### src/rtl/irq_front3.sv
module irq_front3 #(
  parameter int VW      = 8,
  parameter int ACK_CYC = 2
) (
  input  logic          clk,
  input  logic          rst_n,
  input  logic [2:0]    req_in,
  input  logic          sel_n,
  input  logic [VW-1:0] bus_data,
  input  logic          cfg_we,
  input  logic [1:0]    cfg_addr,
  input  logic [2:0]    cfg_wdata,
  output logic [2:0]    cfg_rdata,
  input  logic          irq_ack,
  output logic          irq,
  output logic          vec_vld,
  output logic [VW-1:0] vec,
  output logic          cas_ack_n,
  output logic          pin2_oe
);
  localparam int CW = (ACK_CYC > 1) ? $clog2(ACK_CYC) : 1;

  typedef enum logic [1:0] {IDLE, CASW, SLVW} st_t;

  st_t         st;
  logic [2:0]  s1, s2, s3, pend, mask, trig;
  logic [1:0]  mode;
  logic [CW-1:0] cnt;
  logic [2:0]  active, usable, clr;
  logic [1:0]  win;
  logic        cas, slv, take;

  assign cas     = mode[0];
  assign slv     = mode[1] & ~mode[0];
  assign pin2_oe = cas;
  assign active  = (trig & pend) | (~trig & s2);
  assign usable  = active & ~mask & {~cas, 2'b11};
  assign irq     = (st == IDLE) & (|usable);
  assign take    = irq & irq_ack;
  assign win     = usable[0] ? 2'd0 : (usable[1] ? 2'd1 : 2'd2);
  assign clr     = take ? (3'b001 << win) : 3'b000;
  assign cas_ack_n = (st != CASW);

  always_comb begin
    case (cfg_addr)
      2'd0:    cfg_rdata = mask;
      2'd1:    cfg_rdata = trig;
      2'd2:    cfg_rdata = {1'b0, mode};
      default: cfg_rdata = 3'b000;
    endcase
  end

  always_ff @(posedge clk or negedge rst_n) begin
    if (!rst_n) begin
      s1 <= '0; s2 <= '0; s3 <= '0; pend <= '0;
      mask <= 3'b111; trig <= '0; mode <= '0;
    end else begin
      s1   <= req_in;
      s2   <= s1;
      s3   <= s2;
      pend <= (pend | (s2 & ~s3)) & ~clr;
      if (cfg_we) begin
        case (cfg_addr)
          2'd0:    mask <= cfg_wdata;
          2'd1:    trig <= cfg_wdata;
          2'd2:    mode <= cfg_wdata[1:0];
          default: ;
        endcase
      end
    end
  end

  always_ff @(posedge clk or negedge rst_n) begin
    if (!rst_n) begin
      st <= IDLE; cnt <= '0; vec_vld <= 1'b0; vec <= '0;
    end else begin
      vec_vld <= 1'b0;
      case (st)
        IDLE: if (take) begin
          if (win == 2'd0 && cas) begin
            st  <= CASW;
            cnt <= CW'(ACK_CYC - 1);
          end else if (win == 2'd0 && slv) begin
            st <= SLVW;
          end else begin
            vec     <= VW'(win);
            vec_vld <= 1'b1;
          end
        end
        CASW: if (cnt == '0) begin
          vec     <= bus_data;
          vec_vld <= 1'b1;
          st      <= IDLE;
        end else begin
          cnt <= cnt - 1'b1;
        end
        SLVW: if (!sel_n) begin
          vec     <= bus_data;
          vec_vld <= 1'b1;
          st      <= IDLE;
        end
        default: st <= IDLE;
      endcase
    end
  end

  assert_mask_all_R3: assert property (@(posedge clk) disable iff (!rst_n)
    (mask == 3'b111) |-> !irq);
  assert_vld_pulse_R6: assert property (@(posedge clk) disable iff (!rst_n)
    vec_vld |=> !vec_vld);
  assert_ack_in_cascade_R7: assert property (@(posedge clk) disable iff (!rst_n)
    !cas_ack_n |-> pin2_oe);
  assert_no_irq_in_window_R7: assert property (@(posedge clk) disable iff (!rst_n)
    !cas_ack_n |-> !irq);
  assert_trailing_capture_R8: assert property (@(posedge clk) disable iff (!rst_n)
    $rose(cas_ack_n) |-> vec_vld);
  assert_slave_wait_R9: assert property (@(posedge clk) disable iff (!rst_n)
    (st == SLVW && sel_n) |=> !vec_vld);
endmodule

### config.mk
export PLATFORM = sky130hd
export DESIGN_NAME = irq_front3
export DESIGN_NICKNAME = d
export VERILOG_FILES = /design/src/rtl/irq_front3.sv
export SDC_FILE = /design/constraint.sdc
export NUM_CORES = 1
export LEC_CHECK = 0
export BUFFER_PORTS_ARGS = -buffer_cell sky130_fd_sc_hd__buf_2
export CORE_UTILIZATION = 54
export CTS_BUF_LIST = sky130_fd_sc_hd__clkbuf_2
export DETAILED_ROUTE_END_ITERATION = 16
export GPL_TIMING_DRIVEN = 0
export PLACE_DENSITY = 0.81
export SLEW_MARGIN = 0
export SYNTH_ARGS = -nofsm -noshare
export SYNTH_HDL_FRONTEND = slang
export SYNTH_SLANG_ARGS = --single-unit
### constraint.sdc
create_clock -name clk -period 2.5 [get_ports clk]
set_clock_uncertainty 0.15 [all_clocks]
set_input_delay 0.25 -clock clk [delete_from_list [all_inputs] [get_ports clk]]
set_output_delay 0.25 -clock clk [all_outputs]
set_load 0.05 [all_outputs]
* After elaboration in Yosys (flattened, before gate mapping)
Index checks and enable logic that the tools add are counted.
** Operators by class
- $add $sub $neg :: 1
- Equal/unequal tests :: 12
- Shift operators :: 1
- Muxes and demuxes :: 26
- Bitwise operators :: 16
- Reductions and logical operators :: 14
** Operator list (number)
- $mux W8 :: 5
- $pmux W8 S3 :: 1
- $and A3 B3 Y3 :: 6
- $mux W2 :: 7
- $not A3 Y3 :: 4
- $ne A2 B2 Y1 const B :: 5
- $pmux W3 S3 :: 1
- $mux W1 :: 8
- $logic_not A2 Y1 :: 3
- $or A3 B3 Y3 :: 2
- $pmux W2 S3 :: 1
- $reduce_and A2 Y1 :: 3
- $reduce_and A6 Y1 :: 1
- $eq A2 B1 Y1 const B :: 2
- $eq A2 B2 Y1 const B :: 2
- $ne A2 B1 Y1 const B :: 2
- $reduce_and A4 Y1 :: 1
- $and A1 B1 Y1 :: 3
- $mux W3 :: 1
- $ne A3 B1 Y1 const B :: 1
- $pmux W1 S3 :: 1
- $reduce_and A3 Y1 :: 1
- $reduce_bool A3 Y1 :: 1
- $reduce_or A3 Y1 :: 1
- 6 further kinds :: 7
** Word-level totals
- Bits in registers :: 32
- Output and inout port bits :: 15
- Word-level logic and storage cells :: 81

* Longest topological paths before layout
Gate-level depths: netlist (run 1).
- Word-level depth :: 13
- Mapped depth :: 6
- Depth with buffers taken out :: 6

* Worst setup path after synthesis (run 1)
Ideal clock, no wire load.
- Kind :: reg-to-output
- Start :: register mask[0]
- End :: output cfg_rdata[0]
- Arrival time :: 1.893 ns
- Required time :: 2.100 ns
- Slack :: 0.207 ns
- Stages on the path, launching flop included :: 4
- Buffers on the path :: 1
- Cell sequence :: dfstp_2 > clkbuf_1 > mux2i_1 > o21ai_0
** On the way
- Longest elaborated chain between the ends :: 1
** Ends and longest elaborated chain
- start: declaration :: line 26 : logic [2:0] s1, s2, s3, pend, mask, trig;
- start signal: assignment :: line 64 : 2'd0: mask <= cfg_wdata;
- $pmux W3 S3 :: line 45 : case (cfg_addr)
- end: declaration :: line 13 : output logic [2:0] cfg_rdata,
Every way passes these cells.

* Worst setup path in the final report (run 1)
- Start :: register st[0]
- End :: register vec[1]
** On the way
- Longest elaborated chain between the ends :: 5
- Elaborated cells between the ends (all ways) :: 13
- Those cells by class :: eq/ne (7); mux (1); bitwise (2); reduce/logical (3)
** Ends and longest elaborated chain
- start: declaration :: line 25 : st_t st;
- start signal: assignment :: line 75 : st <= IDLE; cnt <= '0; vec_vld <= 1'b0; vec <= '0;
- start signal: assignment :: line 81 : st <= CASW;
- start signal: assignment :: line 84 : st <= SLVW;
- $logic_not A2 Y1 :: line 38, 78
- $and A1 B1 Y1 :: line 38 : assign irq = (st == IDLE) & (|usable);
- $and A1 B1 Y1 :: line 39 : assign take = irq & irq_ack;
- $ne A2 B2 Y1 (no line)
- $reduce_and A6 Y1 (no line)
- end signal: assignment :: line 86 : vec <= VW'(win);
- end signal: assignment :: line 91 : vec <= bus_data;
- end signal: assignment :: line 98 : vec <= bus_data;
- end: declaration :: line 17 : output logic [VW-1:0] vec,
Parallel ways exist; a longest one is shown, timed or not.
A chain may end at the register's enable or synchronous reset.

==> flow_results.xml, run 1 <==
<?xml version="1.0" encoding="UTF-8"?>
<metrics>
  <group name="critical_path">
    <metric name="critPathBufInv" unit="">1</metric>
    <metric name="crit_required" unit="ps">2600</metric>
    <metric name="timing.critical_path.from" unit="">st[0]</metric>
    <metric name="worstPathArrival" unit="ps">2450</metric>
    <metric name="critical_path.top_delay_family" unit="">compound AO/OA/AOI/OAI gates</metric>
    <metric name="reg2reg_setup_slack" unit="ps">160</metric>
    <metric name="cp-end-kind" unit="">register</metric>
    <metric name="crit_path_cell_trace" unit="">inv_1 &gt; ha_1 &gt; a221oi_4 &gt; o311ai_0 &gt; a2bb2oi_2 &gt; mux2_2</metric>
    <metric name="regToRegEndpoint" unit="">vec[1]</metric>
    <metric name="timing.critical_path.fanout_max" unit="">8</metric>
    <metric name="worstSetupPathType" unit="">reg2reg</metric>
    <metric name="worst-r2r-cell-count" unit="">6</metric>
    <metric name="worstSetupStartpointType" unit="">register</metric>
    <metric name="rr_startpoint" unit="">st[0]</metric>
    <metric name="cpMaxStageDelayCell" unit="">sky130_fd_sc_hd__a221oi_4</metric>
    <metric name="max_stage_delay" unit="ps">470</metric>
  </group>
  <group name="worst_hold_path">
    <metric name="hold_path.startpoint" unit="">cfg_addr[1]</metric>
    <metric name="timing.hold.worst.class" unit="">in2reg</metric>
    <metric name="hold_path_depth" unit="">4</metric>
    <metric name="worst_hold_path.endpoint" unit="">mask[0]</metric>
  </group>
  <group name="synth">
    <metric name="mappedNetlistArea" unit="um^2">1480</metric>
    <metric name="synth.most_common_cell" unit="">sky130_fd_sc_hd__dfrtp_1</metric>
    <metric name="synth-seq-area-share" unit="">0.543</metric>
    <metric name="synth_compound_area_frac" unit="">0.166</metric>
    <metric name="synth_edf_count" unit="">0</metric>
    <metric name="ys.flop_type" unit="">sky130_fd_sc_hd__dfrtp_1</metric>
    <metric name="synthTopCellsByArea" unit="">sky130_fd_sc_hd__dfrtp_1 49%, sky130_fd_sc_hd__mux2_2 7.6%, sky130_fd_sc_hd__dfstp_2 5.3%, sky130_fd_sc_hd__o2bb2ai_1 3.5%, sky130_fd_sc_hd__ha_1 3.4%</metric>
    <metric name="post_synth_fa_ha_maj_area_fraction" unit="">0.0338</metric>
    <metric name="syn_avg_cell_area" unit="um^2">11.5</metric>
    <metric name="synth_seq_cells" unit="">32</metric>
    <metric name="synthesis.nets" unit="">154</metric>
    <metric name="synthDominantAreaCellType" unit="">sky130_fd_sc_hd__dfrtp_1</metric>
    <metric name="synth_simple_gate_area_frac" unit="">0.101</metric>
    <metric name="synthMuxAreaShare" unit="">0.120</metric>
    <metric name="netlist-cell-type-count" unit="">36</metric>
    <metric name="ys_top_cells_by_count" unit="">29 x sky130_fd_sc_hd__dfrtp_1, 11 x sky130_fd_sc_hd__inv_1, 10 x sky130_fd_sc_hd__mux2_2</metric>
    <metric name="synth_warnings" unit="">0</metric>
    <metric name="synth_top_cell_area_share" unit="">0.490</metric>
    <metric name="synthXorXnorAreaFrac" unit="">0</metric>
    <metric name="dominant_combinational_cell_family_by_area_after_synthesis" unit="">compound AO/OA/AOI/OAI gates</metric>
    <metric name="asyncSetResetFlopFracSynth" unit="">1.00</metric>
    <metric name="postSynthCellCount" unit="">129</metric>
  </group>
  <group name="grt">
    <metric name="grt_max_degree" unit="">33</metric>
    <metric name="grt_total_ovfl" unit="">0</metric>
    <metric name="first_global_vias" unit="">1109</metric>
    <metric name="first_pass_grt_wire_length" unit="um">4840</metric>
    <metric name="track_usage" unit="">0.241</metric>
    <metric name="antenna_found_initial" unit="">0</metric>
  </group>
  <group name="clock_network">
    <metric name="htreeDepth" unit="">2</metric>
    <metric name="tritoncts.num_buffers" unit="">5</metric>
    <metric name="clk_pin_slew" unit="ps">160</metric>
    <metric name="tritoncts" unit="">done</metric>
    <metric name="worst_skew_pair.late_latency" unit="ps">360</metric>
    <metric name="clockBufferDepth" unit="">2</metric>
    <metric name="clk_sinks" unit="">32</metric>
    <metric name="clock_tree.root_cell" unit="">sky130_fd_sc_hd__clkbuf_2</metric>
  </group>
  <group name="die">
    <metric name="rows" unit="">18</metric>
    <metric name="ios" unit="">36</metric>
    <metric name="die_h" unit="um">54.4</metric>
    <metric name="floorplan.initialDensity" unit="">0.582</metric>
    <metric name="core_area" unit="um^2">2540</metric>
    <metric name="die_area" unit="um^2">2960</metric>
    <metric name="chipWidth" unit="um">54.4</metric>
  </group>
  <group name="place">
    <metric name="gp_congestion" unit="">0.784</metric>
    <metric name="post-dp-hpwl" unit="um">2240</metric>
    <metric name="placed_cells" unit="">193</metric>
    <metric name="io_buffer_count" unit="">34</metric>
  </group>
  <group name="detailed_routing">
    <metric name="drt_first_pass_iters" unit="">4</metric>
    <metric name="drt-vias-per-instance" unit="">5.62</metric>
    <metric name="route.final.wire_length" unit="um">3040</metric>
    <metric name="drt_iter0_drc" unit="">17</metric>
    <metric name="wl_per_cell" unit="um">14.2</metric>
    <metric name="drc" unit="">0</metric>
    <metric name="postRouteAntennaNets" unit="">0</metric>
    <metric name="total_number_of_vias" unit="">1202</metric>
  </group>
  <group name="timing">
    <metric name="unrepaired_setup_endpoints_after_global_routing" unit="">no</metric>
    <metric name="timing.final.hold_violations" unit="">0</metric>
    <metric name="setup-violations-final" unit="">0</metric>
    <metric name="clock.fmax" unit="MHz">427</metric>
    <metric name="fin_setup_tns" unit="ps">0</metric>
    <metric name="post-route-period-util" unit="">0.937</metric>
    <metric name="worst-slew-pin-transition" unit="ps">681</metric>
    <metric name="final.min_clock_period" unit="ps">2340</metric>
    <metric name="slew-limit-headroom" unit="">0.546</metric>
    <metric name="report.final.slew_viol_count" unit="">0</metric>
  </group>
  <group name="final_layout">
    <metric name="drive_above_1_share" unit="">0.326</metric>
    <metric name="stdcell_count" unit="">214</metric>
    <metric name="diodes" unit="">0</metric>
    <metric name="fin_util" unit="">0.736</metric>
    <metric name="finish.net_count" unit="">208</metric>
    <metric name="areaGrowthSynthToFinish" unit="%">26.4</metric>
  </group>
  <group name="power">
    <metric name="worst_ir_drop_vdd" unit="uV">1210</metric>
    <metric name="p_per_area" unit="nW/um^2">1090</metric>
    <metric name="power" unit="mW">2.04</metric>
    <metric name="static-leakage-power" unit="nW">0.890</metric>
  </group>
  <group name="run_status">
    <metric name="run_status" unit="">finished clean</metric>
  </group>
  <group name="job">
    <metric name="max_cap_viol_count" unit="">0</metric>
  </group>
</metrics>
power breakdown:
part	internal [mW]	switching, mW	leakage, nW
sequential	0.641	0.0952	0.382
clock	0.0626	0.164	0.0302
combinational	0.386	0.693	0.478
cells by family (layout without fill, tap and decap cells):
logic type	Yosys count	count (layout)
AOI/OAI and AO/OA	31	31
muxes	16	16
DFF	32	32
and+or+nand+nor	32	32
adders and majority gates	4	4
buffers and inverters	14	69
worst register-to-register path, cell delays in order (launching register included):
cell and delay [ps]:
sky130_fd_sc_hd__dfrtp_1 430, sky130_fd_sc_hd__inv_1 90, sky130_fd_sc_hd__ha_1 260, sky130_fd_sc_hd__a221oi_4 480, sky130_fd_sc_hd__o311ai_0 250, sky130_fd_sc_hd__a2bb2oi_2 260, sky130_fd_sc_hd__mux2_2 320
metal layers:
metal / up-vias / part of all wire / track usage
met5: - / 0 / 0
met4: 0 / 0.0056 / 0.0812
met3: 2 / 0.039 / 0.0806
met2: 29 / 0.53 / 0.407
met1: 591 / 0.42 / 0.287
li1: 580 / - / -
metrics by stage:
| stage | setup WS [ps] | cell area [um^2] | hold WS, ps |
|---|---|---|---|
| floorplan | 207 | 1480 | -196 |
| global placement | -7.56 | 1690 | 164 |
| detailed placement | -57.4 | 1690 | 179 |
| CTS | 12.0 | 1870 | 59.1 |
| global route | 58.1 | 1870 | 69.6 |
| finish | 157 | 1870 | 80.6 |
cell usage in the layout, fill, tap and decap left out, types with 2 or more instances in the layout:
cell	instances
sky130_fd_sc_hd__a21oi_1	6
sky130_fd_sc_hd__buf_2	34
sky130_fd_sc_hd__clkbuf_2	5
sky130_fd_sc_hd__clkinv_2	2
sky130_fd_sc_hd__dfrtp_1	29
sky130_fd_sc_hd__dfstp_2	3
sky130_fd_sc_hd__dlygate4sd3_1	13
sky130_fd_sc_hd__ha_1	4
sky130_fd_sc_hd__inv_1	11
sky130_fd_sc_hd__mux2_2	10
sky130_fd_sc_hd__mux2i_1	5
sky130_fd_sc_hd__nand2_1	9
sky130_fd_sc_hd__nand3_1	6
sky130_fd_sc_hd__nor2_1	8
sky130_fd_sc_hd__nor3_1	2
sky130_fd_sc_hd__o21ai_0	4
sky130_fd_sc_hd__o2bb2ai_1	6
sky130_fd_sc_hd__o31ai_1	2
sky130_fd_sc_hd__o41ai_1	2
state kept, by name, summed over array words and instances, names as in the netlist, 2 cells and up:
name,flops
mask,3
st,2
vec,8
s1,3
trig,3
s3,3
mode,2
pend,3
s2,3
final cells by class:
| cell class | instances | area [um^2] |
|---|---|---|
| plain buffers | 2 | 7.51 |
| clock inverters | 3 | 13.8 |
| clock buffers | 5 | 25.0 |
| flip-flops and latches | 32 | 805 |
| well taps | 30 | 37.5 |
| multi-input cells | 83 | 636 |
| fillers | 179 | 672 |
| repair buffers | 48 | 308 |
| inverters | 11 | 41.3 |
timing repair:
action,4_1_cts,5_1_grt
hold buffers,13,0
endpoints found under the setup margin,3,4
endpoints found under the hold margin,46,0
pin swaps,1,0
setup buffers,1,0
resized for setup,0,1
worst max path at each step:
stage,to,cells past startpoint
floorplan,cfg_rdata[0],3
global placement,vec[0],5
detailed placement,vec[1],5
CTS,vec[1],6
global route,vec[0],6
finish,vec[1],6
Note: power is estimated with default switching activity, not from simulation.
==> inputs of run 2 (changes only) <==
--- a/config.mk
+++ b/config.mk
@@ -5,7 +5,7 @@
 export SDC_FILE = /design/constraint.sdc
 export NUM_CORES = 1
 export LEC_CHECK = 0
-export BUFFER_PORTS_ARGS = -buffer_cell sky130_fd_sc_hd__buf_2
+export BUFFER_PORTS_ARGS = -buffer_cell sky130_fd_sc_hd__buf_4
 export CORE_UTILIZATION = 54
 export CTS_BUF_LIST = sky130_fd_sc_hd__clkbuf_2
 export DETAILED_ROUTE_END_ITERATION = 16
==> run 2 against run 1 <==
Sequential power grew 0.7%. Register-to-register slack gained 70 ps. Global-route usage grew 2.7 points. Largest cell class unchanged.
==> flow_results.xml, run 2 (synthesized netlist as in run 1, its figures left out) <==
<?xml version="1.0" encoding="UTF-8"?>
<metrics>
  <group name="detailed_routing">
    <metric name="wl_per_cell" unit="um">15.5</metric>
    <metric name="route.final.wire_length" unit="um">3330</metric>
    <metric name="drc" unit="">0</metric>
    <metric name="total_number_of_vias" unit="">1224</metric>
    <metric name="drt_first_pass_iters" unit="">4</metric>
    <metric name="drt_iter0_drc" unit="">29</metric>
    <metric name="drt-vias-per-instance" unit="">5.72</metric>
    <metric name="postRouteAntennaNets" unit="">0</metric>
  </group>
  <group name="grt">
    <metric name="first_pass_grt_wire_length" unit="um">5180</metric>
    <metric name="grt_max_degree" unit="">33</metric>
    <metric name="antenna_found_initial" unit="">0</metric>
    <metric name="track_usage" unit="">0.268</metric>
    <metric name="grt_total_ovfl" unit="">0</metric>
    <metric name="first_global_vias" unit="">1175</metric>
  </group>
  <group name="clock_network">
    <metric name="worst_skew_pair.late_latency" unit="ps">360</metric>
    <metric name="clk_sinks" unit="">32</metric>
    <metric name="clock_tree.root_cell" unit="">sky130_fd_sc_hd__clkbuf_2</metric>
    <metric name="htreeDepth" unit="">2</metric>
    <metric name="clk_pin_slew" unit="ps">170</metric>
    <metric name="tritoncts" unit="">done</metric>
    <metric name="tritoncts.num_buffers" unit="">5</metric>
    <metric name="clockBufferDepth" unit="">2</metric>
  </group>
  <group name="timing">
    <metric name="report.final.slew_viol_count" unit="">0</metric>
    <metric name="final.hold.worst_slack" unit="ps">11.2</metric>
    <metric name="timing.final.hold_violations" unit="">0</metric>
    <metric name="final.min_clock_period" unit="ps">2270</metric>
    <metric name="clock.fmax" unit="MHz">440</metric>
    <metric name="fin_setup_tns" unit="ps">0</metric>
    <metric name="slew-limit-headroom" unit="">0.645</metric>
    <metric name="unrepaired_setup_endpoints_after_global_routing" unit="">no</metric>
    <metric name="post-route-period-util" unit="">0.909</metric>
    <metric name="setup-violations-final" unit="">0</metric>
    <metric name="worst-slew-pin-transition" unit="ps">532</metric>
  </group>
  <group name="final_layout">
    <metric name="final_cell_mix" unit="">36 x sky130_fd_sc_hd__buf_4, 29 x sky130_fd_sc_hd__dfrtp_1, 12 x sky130_fd_sc_hd__dlygate4sd3_1</metric>
    <metric name="largest-register" unit="">vec</metric>
    <metric name="final_common_cell" unit="">sky130_fd_sc_hd__buf_4</metric>
    <metric name="flip_flop_count_of_the_largest_register_all_copies_and_words_added" unit="">8</metric>
    <metric name="finish.net_count" unit="">208</metric>
    <metric name="areaGrowthSynthToFinish" unit="%">33.8</metric>
    <metric name="drive_above_1_share" unit="">0.337</metric>
    <metric name="fillers" unit="">180</metric>
    <metric name="stdcell_count" unit="">214</metric>
    <metric name="diodes" unit="">0</metric>
  </group>
  <group name="critical_path">
    <metric name="worstSetupStartpointType" unit="">register</metric>
    <metric name="worstSetupPathType" unit="">reg2reg</metric>
    <metric name="cp-end-kind" unit="">register</metric>
    <metric name="cpMaxStageDelayCell" unit="">sky130_fd_sc_hd__a221oi_4</metric>
    <metric name="crit_path_cell_trace" unit="">inv_1 &gt; ha_1 &gt; a221oi_4 &gt; o311ai_0 &gt; a2bb2oi_2 &gt; mux2_2</metric>
    <metric name="reg2reg_setup_slack" unit="ps">230</metric>
    <metric name="crit_required" unit="ps">2630</metric>
    <metric name="max_stage_delay" unit="ps">470</metric>
    <metric name="timing.critical_path.fanout_max" unit="">8</metric>
    <metric name="worstPathArrival" unit="ps">2400</metric>
  </group>
  <group name="die">
    <metric name="core_area" unit="um^2">2540</metric>
    <metric name="floorplan.initialDensity" unit="">0.582</metric>
    <metric name="die_area" unit="um^2">2960</metric>
    <metric name="chipWidth" unit="um">54.4</metric>
    <metric name="rows" unit="">18</metric>
    <metric name="ios" unit="">36</metric>
    <metric name="die_h" unit="um">54.4</metric>
  </group>
  <group name="power">
    <metric name="power" unit="mW">2.23</metric>
    <metric name="worst_ir_drop_vdd" unit="uV">1140</metric>
    <metric name="static-leakage-power" unit="nW">0.927</metric>
    <metric name="p_per_area" unit="nW/um^2">1130</metric>
  </group>
  <group name="worst_hold_path">
    <metric name="timing.hold.worst.class" unit="">in2reg</metric>
  </group>
  <group name="place">
    <metric name="post-dp-hpwl" unit="um">2290</metric>
    <metric name="placed_cells" unit="">193</metric>
    <metric name="io_buffer_count" unit="">34</metric>
    <metric name="gp_congestion" unit="">0.785</metric>
  </group>
  <group name="job">
    <metric name="max_cap_viol_count" unit="">0</metric>
  </group>
  <group name="run_status">
    <metric name="run_status" unit="">finished clean</metric>
  </group>
</metrics>
==> run 2: cell count changes in the layout (fill, tap and decap cells not counted) <==
cell | previous run | this run
sky130_fd_sc_hd__clkbuf_2 | 5 | 6
sky130_fd_sc_hd__clkinv_2 | 2 | 1
sky130_fd_sc_hd__buf_2 | 34 | 0
sky130_fd_sc_hd__bufinv_16 | 0 | 1
sky130_fd_sc_hd__buf_4 | 1 | 36
sky130_fd_sc_hd__dlygate4sd3_1 | 13 | 12
sky130_fd_sc_hd__clkinv_1 | 1 | 0
==> run 2: timing repair <==
| action | 4_1_cts | 5_1_grt |
|---|---|---|
| hold endpoints to repair | 48 | 0 |
| resized for setup | 0 | 1 |
| pin swaps | 1 | 0 |
| setup endpoints to repair | 3 | 3 |
| hold buffers | 12 | 0 |
| buffers inserted | 2 | 0 |
==> run 2: power breakdown <==
part           leakage (nW)  switching, mW  internal [mW]
sequential            0.382         0.0995          0.641
clock                0.0430          0.174          0.172
combinational         0.502          0.702          0.443
total                 0.927          0.976           1.26
==> run 2: layout make-up <==
cell class | instances | area [um^2] | share of cell area
Clock inverter | 2 | 35.0 | 0.0177
Sequential cell | 32 | 805 | 0.406
Clock buffer | 6 | 30.0 | 0.0152
Buffer | 2 | 7.51 | 0.00379
Tap cell | 30 | 37.5 | 0.0189
Inverter | 11 | 41.3 | 0.0208
Timing Repair Buffer | 48 | 390 | 0.197
Multi-Input combinational cell | 83 | 636 | 0.321
==> run 2: worst paths after layout <==
check,start,to,depth (start not counted)
hold reg to reg,s1[0],s2[0],0
setup / recovery,st[0],vec[1],6
setup reg to reg,st[0],vec[1],6
hold / removal,bus_data[4],vec[4],3
max in group asynchronous,rst_n,mask[0],2
min in group asynchronous,rst_n,vec[7],2
==> run 2: worst max-delay path, delay by kind of cell (launching register included) <==
| kind | cells | cell delay (ps) |
|---|---|---|
| adders and majority gates | 1 | 260 |
| buffers and inverters | 1 | 80 |
| muxes | 1 | 310 |
| AOI/OAI and AO/OA | 3 | 970 |
| DFF | 1 | 420 |
==> run 2: per-stage QoR <==
stage / util / area (um^2) / setup slack [ps]
after floorplan: - / 1480 / 207
after global placement: 0.697 / 1770 / -16.3
after detailed placement: 0.697 / 1770 / -50.0
after CTS: 0.776 / 1970 / 93.4
after global routing: 0.779 / 1980 / 81.7
final: 0.779 / 1980 / 227
==> run 2: per-layer routing <==
metal | global-route usage | wire length [um] | share of wire
met3 | 0.103 | 144 | 0.043
met1 | 0.283 | 1360 | 0.41
met4 | 0.162 | 112 | 0.034
met5 | 0 | 0 | 0
met2 | 0.447 | 1700 | 0.51
